**src/rtl/nba_pkg.sv**
```systemverilog
package nba_pkg;
  localparam int unsigned DEV_DW = 16;
  localparam int unsigned DEV_BE = DEV_DW / 8;

  typedef enum logic [1:0] {
    ST_IDLE  = 2'd0,
    ST_PHASE = 2'd1,
    ST_RESP  = 2'd2
  } nba_state_e;
endpackage

```
**src/rtl/nba_phase_plan.sv**
```systemverilog
module nba_phase_plan #(
  parameter int unsigned BYTES = 4,
  localparam int unsigned IDX_W = $clog2(BYTES)
) (
  input  logic             wide_i,
  input  logic [BYTES-1:0] be_i,
  input  logic [IDX_W-1:0] cur_i,
  output logic             any_o,
  output logic [IDX_W-1:0] first_o,
  output logic             has_next_o,
  output logic [IDX_W-1:0] next_o
);
  logic [BYTES-1:0] en;

  // phase j is live when it owns at least one enabled byte
  for (genvar j = 0; j < BYTES; j++) begin : g_en
    if (2 * j + 1 < BYTES) begin : g_both
      assign en[j] = wide_i ? |be_i[2*j +: 2] : be_i[j];
    end else begin : g_narrow
      assign en[j] = !wide_i && be_i[j];
    end
  end

  always_comb begin
    any_o      = |en;
    first_o    = '0;
    has_next_o = 1'b0;
    next_o     = cur_i;
    for (int j = BYTES - 1; j >= 0; j--) begin
      if (en[j]) first_o = IDX_W'(j);
      if (en[j] && (IDX_W'(j) > cur_i)) begin
        has_next_o = 1'b1;
        next_o     = IDX_W'(j);
      end
    end
  end
endmodule

```
**src/rtl/nba_lane_steer.sv**
```systemverilog
module nba_lane_steer import nba_pkg::*; #(
  parameter int unsigned SYS_DW = 32,
  parameter int unsigned AW     = 32,
  localparam int unsigned BYTES = SYS_DW / 8,
  localparam int unsigned IDX_W = $clog2(BYTES)
) (
  input  logic              wide_i,
  input  logic [IDX_W-1:0]  idx_i,
  input  logic [AW-1:0]     base_addr_i,
  input  logic [SYS_DW-1:0] wdata_i,
  input  logic [BYTES-1:0]  be_i,
  output logic [AW-1:0]     addr_o,
  output logic [DEV_DW-1:0] wdata_o,
  output logic [DEV_BE-1:0] be_o
);
  logic [SYS_DW-1:0] sh_half, sh_byte;
  logic [BYTES-1:0]  be_half, be_byte;
  logic [AW-1:0]     offs;

  always_comb begin
    sh_half = wdata_i >> {idx_i, 4'b0000};
    sh_byte = wdata_i >> {idx_i, 3'b000};
    be_half = be_i >> {idx_i, 1'b0};
    be_byte = be_i >> idx_i;
    offs    = wide_i ? (AW'(idx_i) << 1) : AW'(idx_i);
    addr_o  = base_addr_i + offs;
    // narrow devices live on the low lane only
    wdata_o = wide_i ? sh_half[DEV_DW-1:0] : {8'h00, sh_byte[7:0]};
    be_o    = wide_i ? be_half[DEV_BE-1:0] : {1'b0, be_byte[0]};
  end
endmodule

```
**src/rtl/nba_read_pack.sv**
```systemverilog
module nba_read_pack import nba_pkg::*; #(
  parameter int unsigned SYS_DW = 32,
  localparam int unsigned BYTES = SYS_DW / 8,
  localparam int unsigned IDX_W = $clog2(BYTES)
) (
  input  logic              clk_i,
  input  logic              rst_ni,
  input  logic              clear_i,
  input  logic              cap_i,
  input  logic              wide_i,
  input  logic [IDX_W-1:0]  idx_i,
  input  logic [BYTES-1:0]  be_i,
  input  logic [DEV_DW-1:0] rdata_i,
  output logic [SYS_DW-1:0] word_o
);
  for (genvar b = 0; b < BYTES; b++) begin : g_byte
    localparam int unsigned HALF = b / 2;
    localparam bit          HI   = (b % 2) == 1;
    logic [7:0] byte_q;
    logic       hit;
    logic [7:0] src;

    always_comb begin
      hit = wide_i ? (idx_i == IDX_W'(HALF)) : (idx_i == IDX_W'(b));
      src = (wide_i && HI) ? rdata_i[15:8] : rdata_i[7:0];
    end

    always_ff @(posedge clk_i or negedge rst_ni) begin
      if (!rst_ni)                    byte_q <= '0;
      else if (clear_i)               byte_q <= '0;
      else if (cap_i && hit && be_i[b]) byte_q <= src;
    end

    assign word_o[b*8 +: 8] = byte_q;
  end
endmodule

```
**src/rtl/narrow_bus_adapter.sv**
```systemverilog
module narrow_bus_adapter import nba_pkg::*; #(
  parameter int unsigned SYS_DW = 32,
  parameter int unsigned AW     = 32,
  parameter int unsigned NUM_CS = 4,
  localparam int unsigned BYTES = SYS_DW / 8,
  localparam int unsigned IDX_W = $clog2(BYTES),
  localparam int unsigned CS_W  = $clog2(NUM_CS)
) (
  input  logic              clk_i,
  input  logic              rst_ni,
  input  logic [NUM_CS-1:0] cfg_wide_i,
  input  logic [NUM_CS-1:0] cfg_rd_multi_i,
  input  logic [NUM_CS-1:0] cfg_wr_multi_i,
  input  logic              req_valid_i,
  output logic              req_ready_o,
  input  logic              req_we_i,
  input  logic [CS_W-1:0]   req_cs_i,
  input  logic [AW-1:0]     req_addr_i,
  input  logic [SYS_DW-1:0] req_wdata_i,
  input  logic [BYTES-1:0]  req_be_i,
  output logic              rsp_valid_o,
  output logic [SYS_DW-1:0] rsp_rdata_o,
  output logic              ph_start_o,
  output logic              ph_we_o,
  output logic [CS_W-1:0]   ph_cs_o,
  output logic [AW-1:0]     ph_addr_o,
  output logic [DEV_DW-1:0] ph_wdata_o,
  output logic [DEV_BE-1:0] ph_be_o,
  output logic              ph_multi_o,
  input  logic              ph_done_i,
  input  logic [DEV_DW-1:0] ph_rdata_i
);
  nba_state_e        state_q;
  logic              we_q, wide_q, multi_q;
  logic [CS_W-1:0]   cs_q;
  logic [AW-1:0]     addr_q;
  logic [SYS_DW-1:0] wdata_q;
  logic [BYTES-1:0]  be_q;
  logic [IDX_W-1:0]  idx_q;

  logic              accept, ph_fin, req_wide, req_multi;
  logic              plan_wide, plan_any, plan_has_next;
  logic [BYTES-1:0]  plan_be;
  logic [IDX_W-1:0]  plan_first, plan_next;

  assign req_ready_o = (state_q == ST_IDLE);
  assign accept      = req_valid_i && req_ready_o;
  assign ph_fin      = (state_q == ST_PHASE) && ph_done_i;
  assign req_wide    = cfg_wide_i[req_cs_i];
  // multi-phase only meaningful on a 16-bit device
  assign req_multi   = req_wide && (req_we_i ? cfg_wr_multi_i[req_cs_i] : cfg_rd_multi_i[req_cs_i]);

  assign plan_wide = req_ready_o ? req_wide : wide_q;
  assign plan_be   = req_ready_o ? req_be_i : be_q;

  nba_phase_plan #(.BYTES(BYTES)) u_plan (
    .wide_i     (plan_wide),
    .be_i       (plan_be),
    .cur_i      (idx_q),
    .any_o      (plan_any),
    .first_o    (plan_first),
    .has_next_o (plan_has_next),
    .next_o     (plan_next)
  );

  always_ff @(posedge clk_i or negedge rst_ni) begin
    if (!rst_ni) begin
      state_q <= ST_IDLE;
      we_q    <= 1'b0;
      wide_q  <= 1'b0;
      multi_q <= 1'b0;
      cs_q    <= '0;
      addr_q  <= '0;
      wdata_q <= '0;
      be_q    <= '0;
      idx_q   <= '0;
    end else begin
      unique case (state_q)
        ST_IDLE: if (accept) begin
          we_q    <= req_we_i;
          wide_q  <= req_wide;
          multi_q <= req_multi;
          cs_q    <= req_cs_i;
          addr_q  <= req_addr_i;
          wdata_q <= req_wdata_i;
          be_q    <= req_be_i;
          idx_q   <= plan_first;
          state_q <= plan_any ? ST_PHASE : ST_RESP;
        end
        ST_PHASE: if (ph_done_i) begin
          if (plan_has_next) idx_q <= plan_next;
          else               state_q <= ST_RESP;
        end
        ST_RESP: state_q <= ST_IDLE;
        default: state_q <= ST_IDLE;
      endcase
    end
  end

  nba_lane_steer #(.SYS_DW(SYS_DW), .AW(AW)) u_steer (
    .wide_i      (wide_q),
    .idx_i       (idx_q),
    .base_addr_i (addr_q),
    .wdata_i     (wdata_q),
    .be_i        (be_q),
    .addr_o      (ph_addr_o),
    .wdata_o     (ph_wdata_o),
    .be_o        (ph_be_o)
  );

  nba_read_pack #(.SYS_DW(SYS_DW)) u_pack (
    .clk_i   (clk_i),
    .rst_ni  (rst_ni),
    .clear_i (accept),
    .cap_i   (ph_fin && !we_q),
    .wide_i  (wide_q),
    .idx_i   (idx_q),
    .be_i    (be_q),
    .rdata_i (ph_rdata_i),
    .word_o  (rsp_rdata_o)
  );

  assign ph_start_o  = (state_q == ST_PHASE);
  assign ph_we_o     = we_q;
  assign ph_cs_o     = cs_q;
  assign ph_multi_o  = ph_start_o && multi_q;
  assign rsp_valid_o = (state_q == ST_RESP);

  AST_NARROW_LANE: assert property (@(posedge clk_i) disable iff (!rst_ni)
    ph_start_o && !wide_q |-> (ph_wdata_o[15:8] == 8'h00) && !ph_be_o[1]);
  AST_NARROW_SINGLE: assert property (@(posedge clk_i) disable iff (!rst_ni)
    ph_start_o && !wide_q |-> !ph_multi_o);
  AST_NO_EMPTY_PHASE: assert property (@(posedge clk_i) disable iff (!rst_ni)
    ph_start_o |-> (ph_be_o != '0));
  AST_RSP_PULSE: assert property (@(posedge clk_i) disable iff (!rst_ni)
    rsp_valid_o |=> !rsp_valid_o);
  AST_START_HOLD: assert property (@(posedge clk_i) disable iff (!rst_ni)
    ph_start_o && !ph_done_i |=> ph_start_o && $stable(ph_addr_o));
  AST_BUSY_NOT_READY: assert property (@(posedge clk_i) disable iff (!rst_ni)
    (ph_start_o || rsp_valid_o) |-> !req_ready_o);
endmodule

```
**config.mk**
```make
export PLATFORM = sky130hd
export DESIGN_NAME = narrow_bus_adapter
export DESIGN_NICKNAME = d
export VERILOG_FILES = /design/src/rtl/nba_pkg.sv /design/src/rtl/nba_phase_plan.sv /design/src/rtl/nba_lane_steer.sv /design/src/rtl/nba_read_pack.sv /design/src/rtl/narrow_bus_adapter.sv
export SDC_FILE = /design/constraint.sdc
export NUM_CORES = 1
export LEC_CHECK = 0
export CORE_MARGIN = 3
export CORE_UTILIZATION = 40
export CTS_CLUSTER_DIAMETER = 120
export DETAILED_ROUTE_END_ITERATION = 10
export MAX_ROUTING_LAYER = met4
export PLACE_DENSITY_LB_ADDON = 0.05
export SETUP_SLACK_MARGIN = 0.2
export SKIP_LAST_GASP = 1
export SLEW_MARGIN = 20
export SYNTH_ARGS = -nofsm -noshare
export SYNTH_HDL_FRONTEND = slang
export SYNTH_HIERARCHICAL = 1
export SYNTH_SLANG_ARGS = --single-unit
```
**constraint.sdc**
```tcl
create_clock -name clk_i -period 10.98 [get_ports clk_i]
set_input_delay 3.294 -clock clk_i [delete_from_list [all_inputs] [get_ports clk_i]]
set_output_delay 3.294 -clock clk_i [all_outputs]
set_load 0.01 [all_outputs]
```
==> impl_metrics.env <==
export IMPL_cp_data_required_time_ps=7690
export IMPL_cp_data_arrival_time_ps=4190
export IMPL_worst_slew_margin_rel=0.2856
export IMPL_worstSkewPairLatency_ps=350
export IMPL_via_count=4785
export IMPL_synth_cell_type_count=57
export IMPL_worst_setup_path_end_kind="primary output"
export IMPL_min_period_over_period=0.6818
export IMPL_placeableCoreArea_sq_um=14700
export IMPL_insertedDiodeCount=0
export IMPL_post_synth_inst_count=536
export IMPL_post_layout_nonfiller_instances=902
export IMPL_sequentialPowerShare=0.324
export IMPL_max_buffers_root_to_sink=2
export IMPL_drt_first_pass_iters=4
export IMPL_final_setup_fails=0
export IMPL_unrepaired_setup_endpoints_after_global_routing="no"
export IMPL_fin_skew_ps=8.598
export IMPL_grt_util_all_layers=0.1992
export IMPL_final_hold_viol_count=0
export IMPL_wl_per_cell_um=17.73
export IMPL_numPortBuffers=191
export IMPL_drtIter0Drc=189
export IMPL_holdCritPathClass="reg -> reg"
export IMPL_synth_ff_type="sky130_fd_sc_hd__dfrtp_1"
export IMPL_drt_antenna_violating_nets=0
export IMPL_async_reset_ff_frac=1.000
export IMPL_row_count=44
export IMPL_drt_drc_violations_left=0
export IMPL_number_of_synthesized_flops_with_an_enable_pin=0
export IMPL_flow_area_growth_from_synthesis_pct=37.76
export IMPL_dp_cells=887
export IMPL_switching_share_of_power=0.3806
export IMPL_wirelength_mm=15.99
export IMPL_chip_height_um=129.4
export IMPL_outcome="finished clean"
export IMPL_vdd_drop_max_v=0.0001447
export IMPL_clock_tree_root_cell="sky130_fd_sc_hd__clkbuf_16"
export IMPL_grt_antenna_before_repair=0
export IMPL_max_cap_violations=0
export IMPL_maxSlewViolCount=0
export IMPL_clock_power_share=0.145
export IMPL_number_of_global_route_vias_before_repair=4966
export IMPL_transition_at_the_pin_with_the_smallest_max_transition_slack_ps=1072
export IMPL_globalplace_congestion=0.8004
export IMPL_final_min_clock_period_ps=7486
export IMPL_most_common_cell_after_layout_fill_and_taps_aside="sky130_fd_sc_hd__clkdlybuf4s50_1"
export IMPL_grt_max_degree=57
export IMPL_fmax_mhz=133.6
export IMPL_path_cells="nand2b_1 > inv_1 > ha_1 > fa_1 > a21oi_1 > nor2_1 > and3_1 > xor2_1 > clkdlybuf4s50_1"
export IMPL_post_route_cells_drive_above_1_share=0.1170
export IMPL_fp_dieArea_sq_um=16740
export IMPL_critical_path_max_stage_delay_ps=1080
export IMPL_synthesis_nets=643
export IMPL_nNetsFinal=821
export IMPL_cts_tree="done"
export IMPL_post_cts_setup_buffers=0
export IMPL_cellInternalPower_w=0.001498
export IMPL_die_width_um=129.4
export IMPL_final_cell_mix="190 x sky130_fd_sc_hd__clkdlybuf4s50_1, 108 x sky130_fd_sc_hd__dfrtp_1, 46 x sky130_fd_sc_hd__mux2_1"
export IMPL_seq_area_frac_synth=0.4479
export IMPL_syn_mean_instance_area_sq_um=11.36
export IMPL_top_level_ports=192
export IMPL_postCtsResizedCells=0
export IMPL_critical_path_slowest_cell="sky130_fd_sc_hd__dfrtp_2"
export IMPL_tns_ps=0
export IMPL_detailedPlacementHpwl_mm=11.73
export IMPL_p_sw_w=0.0009208
export IMPL_first_pass_grt_wire_length_mm=25.54
export IMPL_p_total_w=0.002419
export IMPL_synthesis_area_sq_um=6090
export IMPL_cts_hold_buffers=0
export IMPL_yosysWarningCount=6
export IMPL_maximum_fanout_count_along_the_critical_path=50
export IMPL_cts_reportedPaths_clkPinSlew_ps=70
export IMPL_synth_seq_cells=109
export IMPL_cts_sink_count=109
export IMPL_power_leakage_nw=3.488
export IMPL_power_per_cell_area_nw_per_um2=288.4
export IMPL_gr_total_overflow=0
export IMPL_criticalPathCategory="reg -> out"
export IMPL_initial_utilization=0.4143
export IMPL_cts_made_buffers=9
export IMPL_htree_levels=3
export IMPL_power_share_combinational=0.531
export IMPL_via_per_inst=5.305
export IMPL_critPathLaunchType="flip-flop"
registers in the layout, summed over array words and instances, names as in the netlist:
name,cells
wdata_q,32
ph_we_o,1
ph_cs_o,2
idx_q,2
wide_q,1
be_q,4
state_q,2
u_pack/g_byte.byte_q,32
addr_q,32
multi_q,1
through the flow:
stage,hold WS [ps],util,setup slack (ps),area (sq um)
floorplan,459.9,-,5051,6090
finish,494.0,0.5707,3494,8389
global route,521.3,0.5707,3087,8389
global placement,469.2,0.5493,3918,8074
CTS,496.6,0.5707,3418,8389
detailed placement,478.9,0.5493,3814,8074
metal layers:
metal | wire [um] | global-route usage | vias up
li1 | - | - | 2298
met1 | 6780 | 0.2500 | 2333
met2 | 8146 | 0.3329 | 139
met3 | 903 | 0.04534 | 15
met4 | 163 | 0.03953 | 0
met5 | 0 | - | -
synth_stat cells, types with 4 or more instances:
cell,count,share of area
sky130_fd_sc_hd__dfrtp_1,109,0.45
sky130_fd_sc_hd__nand4_1,14,0.014
sky130_fd_sc_hd__a21oi_1,20,0.016
sky130_fd_sc_hd__inv_1,24,0.015
sky130_fd_sc_hd__buf_6,9,0.017
sky130_fd_sc_hd__and3_1,8,0.0082
sky130_fd_sc_hd__nor2_1,29,0.018
sky130_fd_sc_hd__mux2_2,42,0.078
sky130_fd_sc_hd__and2_1,5,0.0051
sky130_fd_sc_hd__nor2b_1,4,0.0041
sky130_fd_sc_hd__o22a_1,11,0.016
sky130_fd_sc_hd__mux2_1,46,0.085
sky130_fd_sc_hd__xor2_1,8,0.012
sky130_fd_sc_hd__a21o_1,10,0.012
sky130_fd_sc_hd__buf_2,11,0.0090
sky130_fd_sc_hd__nand2_1,18,0.011
sky130_fd_sc_hd__a221oi_1,9,0.013
sky130_fd_sc_hd__o22ai_1,9,0.0092
sky130_fd_sc_hd__nand3_1,10,0.0082
sky130_fd_sc_hd__a22o_1,8,0.012
sky130_fd_sc_hd__nor3_1,34,0.028
sky130_fd_sc_hd__mux2i_1,20,0.033
sky130_fd_sc_hd__clkbuf_1,5,0.0031
sky130_fd_sc_hd__xnor2_1,24,0.035
layout make-up:
type | count | area (sq um)
Fill cell | 1320 | 6310
Multi-Input combinational cell | 373 | 3074
Sequential cell | 109 | 2729
Timing Repair Buffer | 196 | 1947
Clock buffer | 11 | 242.7
Tap cell | 184 | 230.2
Inverter | 25 | 93.84
Clock inverter | 4 | 72.57
worst paths after layout:
kind | startpoint | to | slack (ps) | depth (start not counted)
setup / recovery | idx_q[0]$_DFFE_PN0P_ | ph_addr_o[8] | 3490 | 9
hold / removal | wdata_q[2]$_DFFE_PN0P_ | wdata_q[2]$_DFFE_PN0P_ | 490 | 1
setup reg to reg | state_q[0]$_DFFE_PN0P_ | idx_q[0]$_DFFE_PN0P_ | 8110 | 8
hold reg to reg | wdata_q[2]$_DFFE_PN0P_ | wdata_q[2]$_DFFE_PN0P_ | 490 | 1
max in group asynchronous | rst_ni | idx_q[0]$_DFFE_PN0P_ | 6730 | 2
min in group asynchronous | rst_ni | u_pack/g_byte[0].byte_q[0]$_DFFE_PN0P_ | 2990 | 1
power by group through the flow:
stage               Clock, W  Combinational (W)  Sequential, W
floorplan                  0           0.000814       0.000734
global placement           0            0.00127       0.000780
detailed placement         0            0.00129       0.000790
CTS                 0.000363            0.00130       0.000783
global route        0.000375            0.00140       0.000817
finish              0.000350            0.00129       0.000784
cell families after synthesis:
family / Yosys count / share of synthesized area
buf+inv: 54 / 0.04726
simple gates: 147 / 0.1389
fa+ha+maj: 4 / 0.009452
xor+xnor: 34 / 0.05506
compound gates: 77 / 0.09472
mux: 111 / 0.2067
flops: 109 / 0.4479
worst max-delay path, delay by kind of cell (launching register included):
family                   cells  cell delay (ps)
AO/OA/AOI/OAI                1              160
flip-flops                   1             1080
XOR/XNOR                     1              140
AND/OR/NAND/NOR              3             1310
adder cells (fa/ha/maj)      2              430
buffers and inverters        2              720
(Power assumes the default switching activity.)
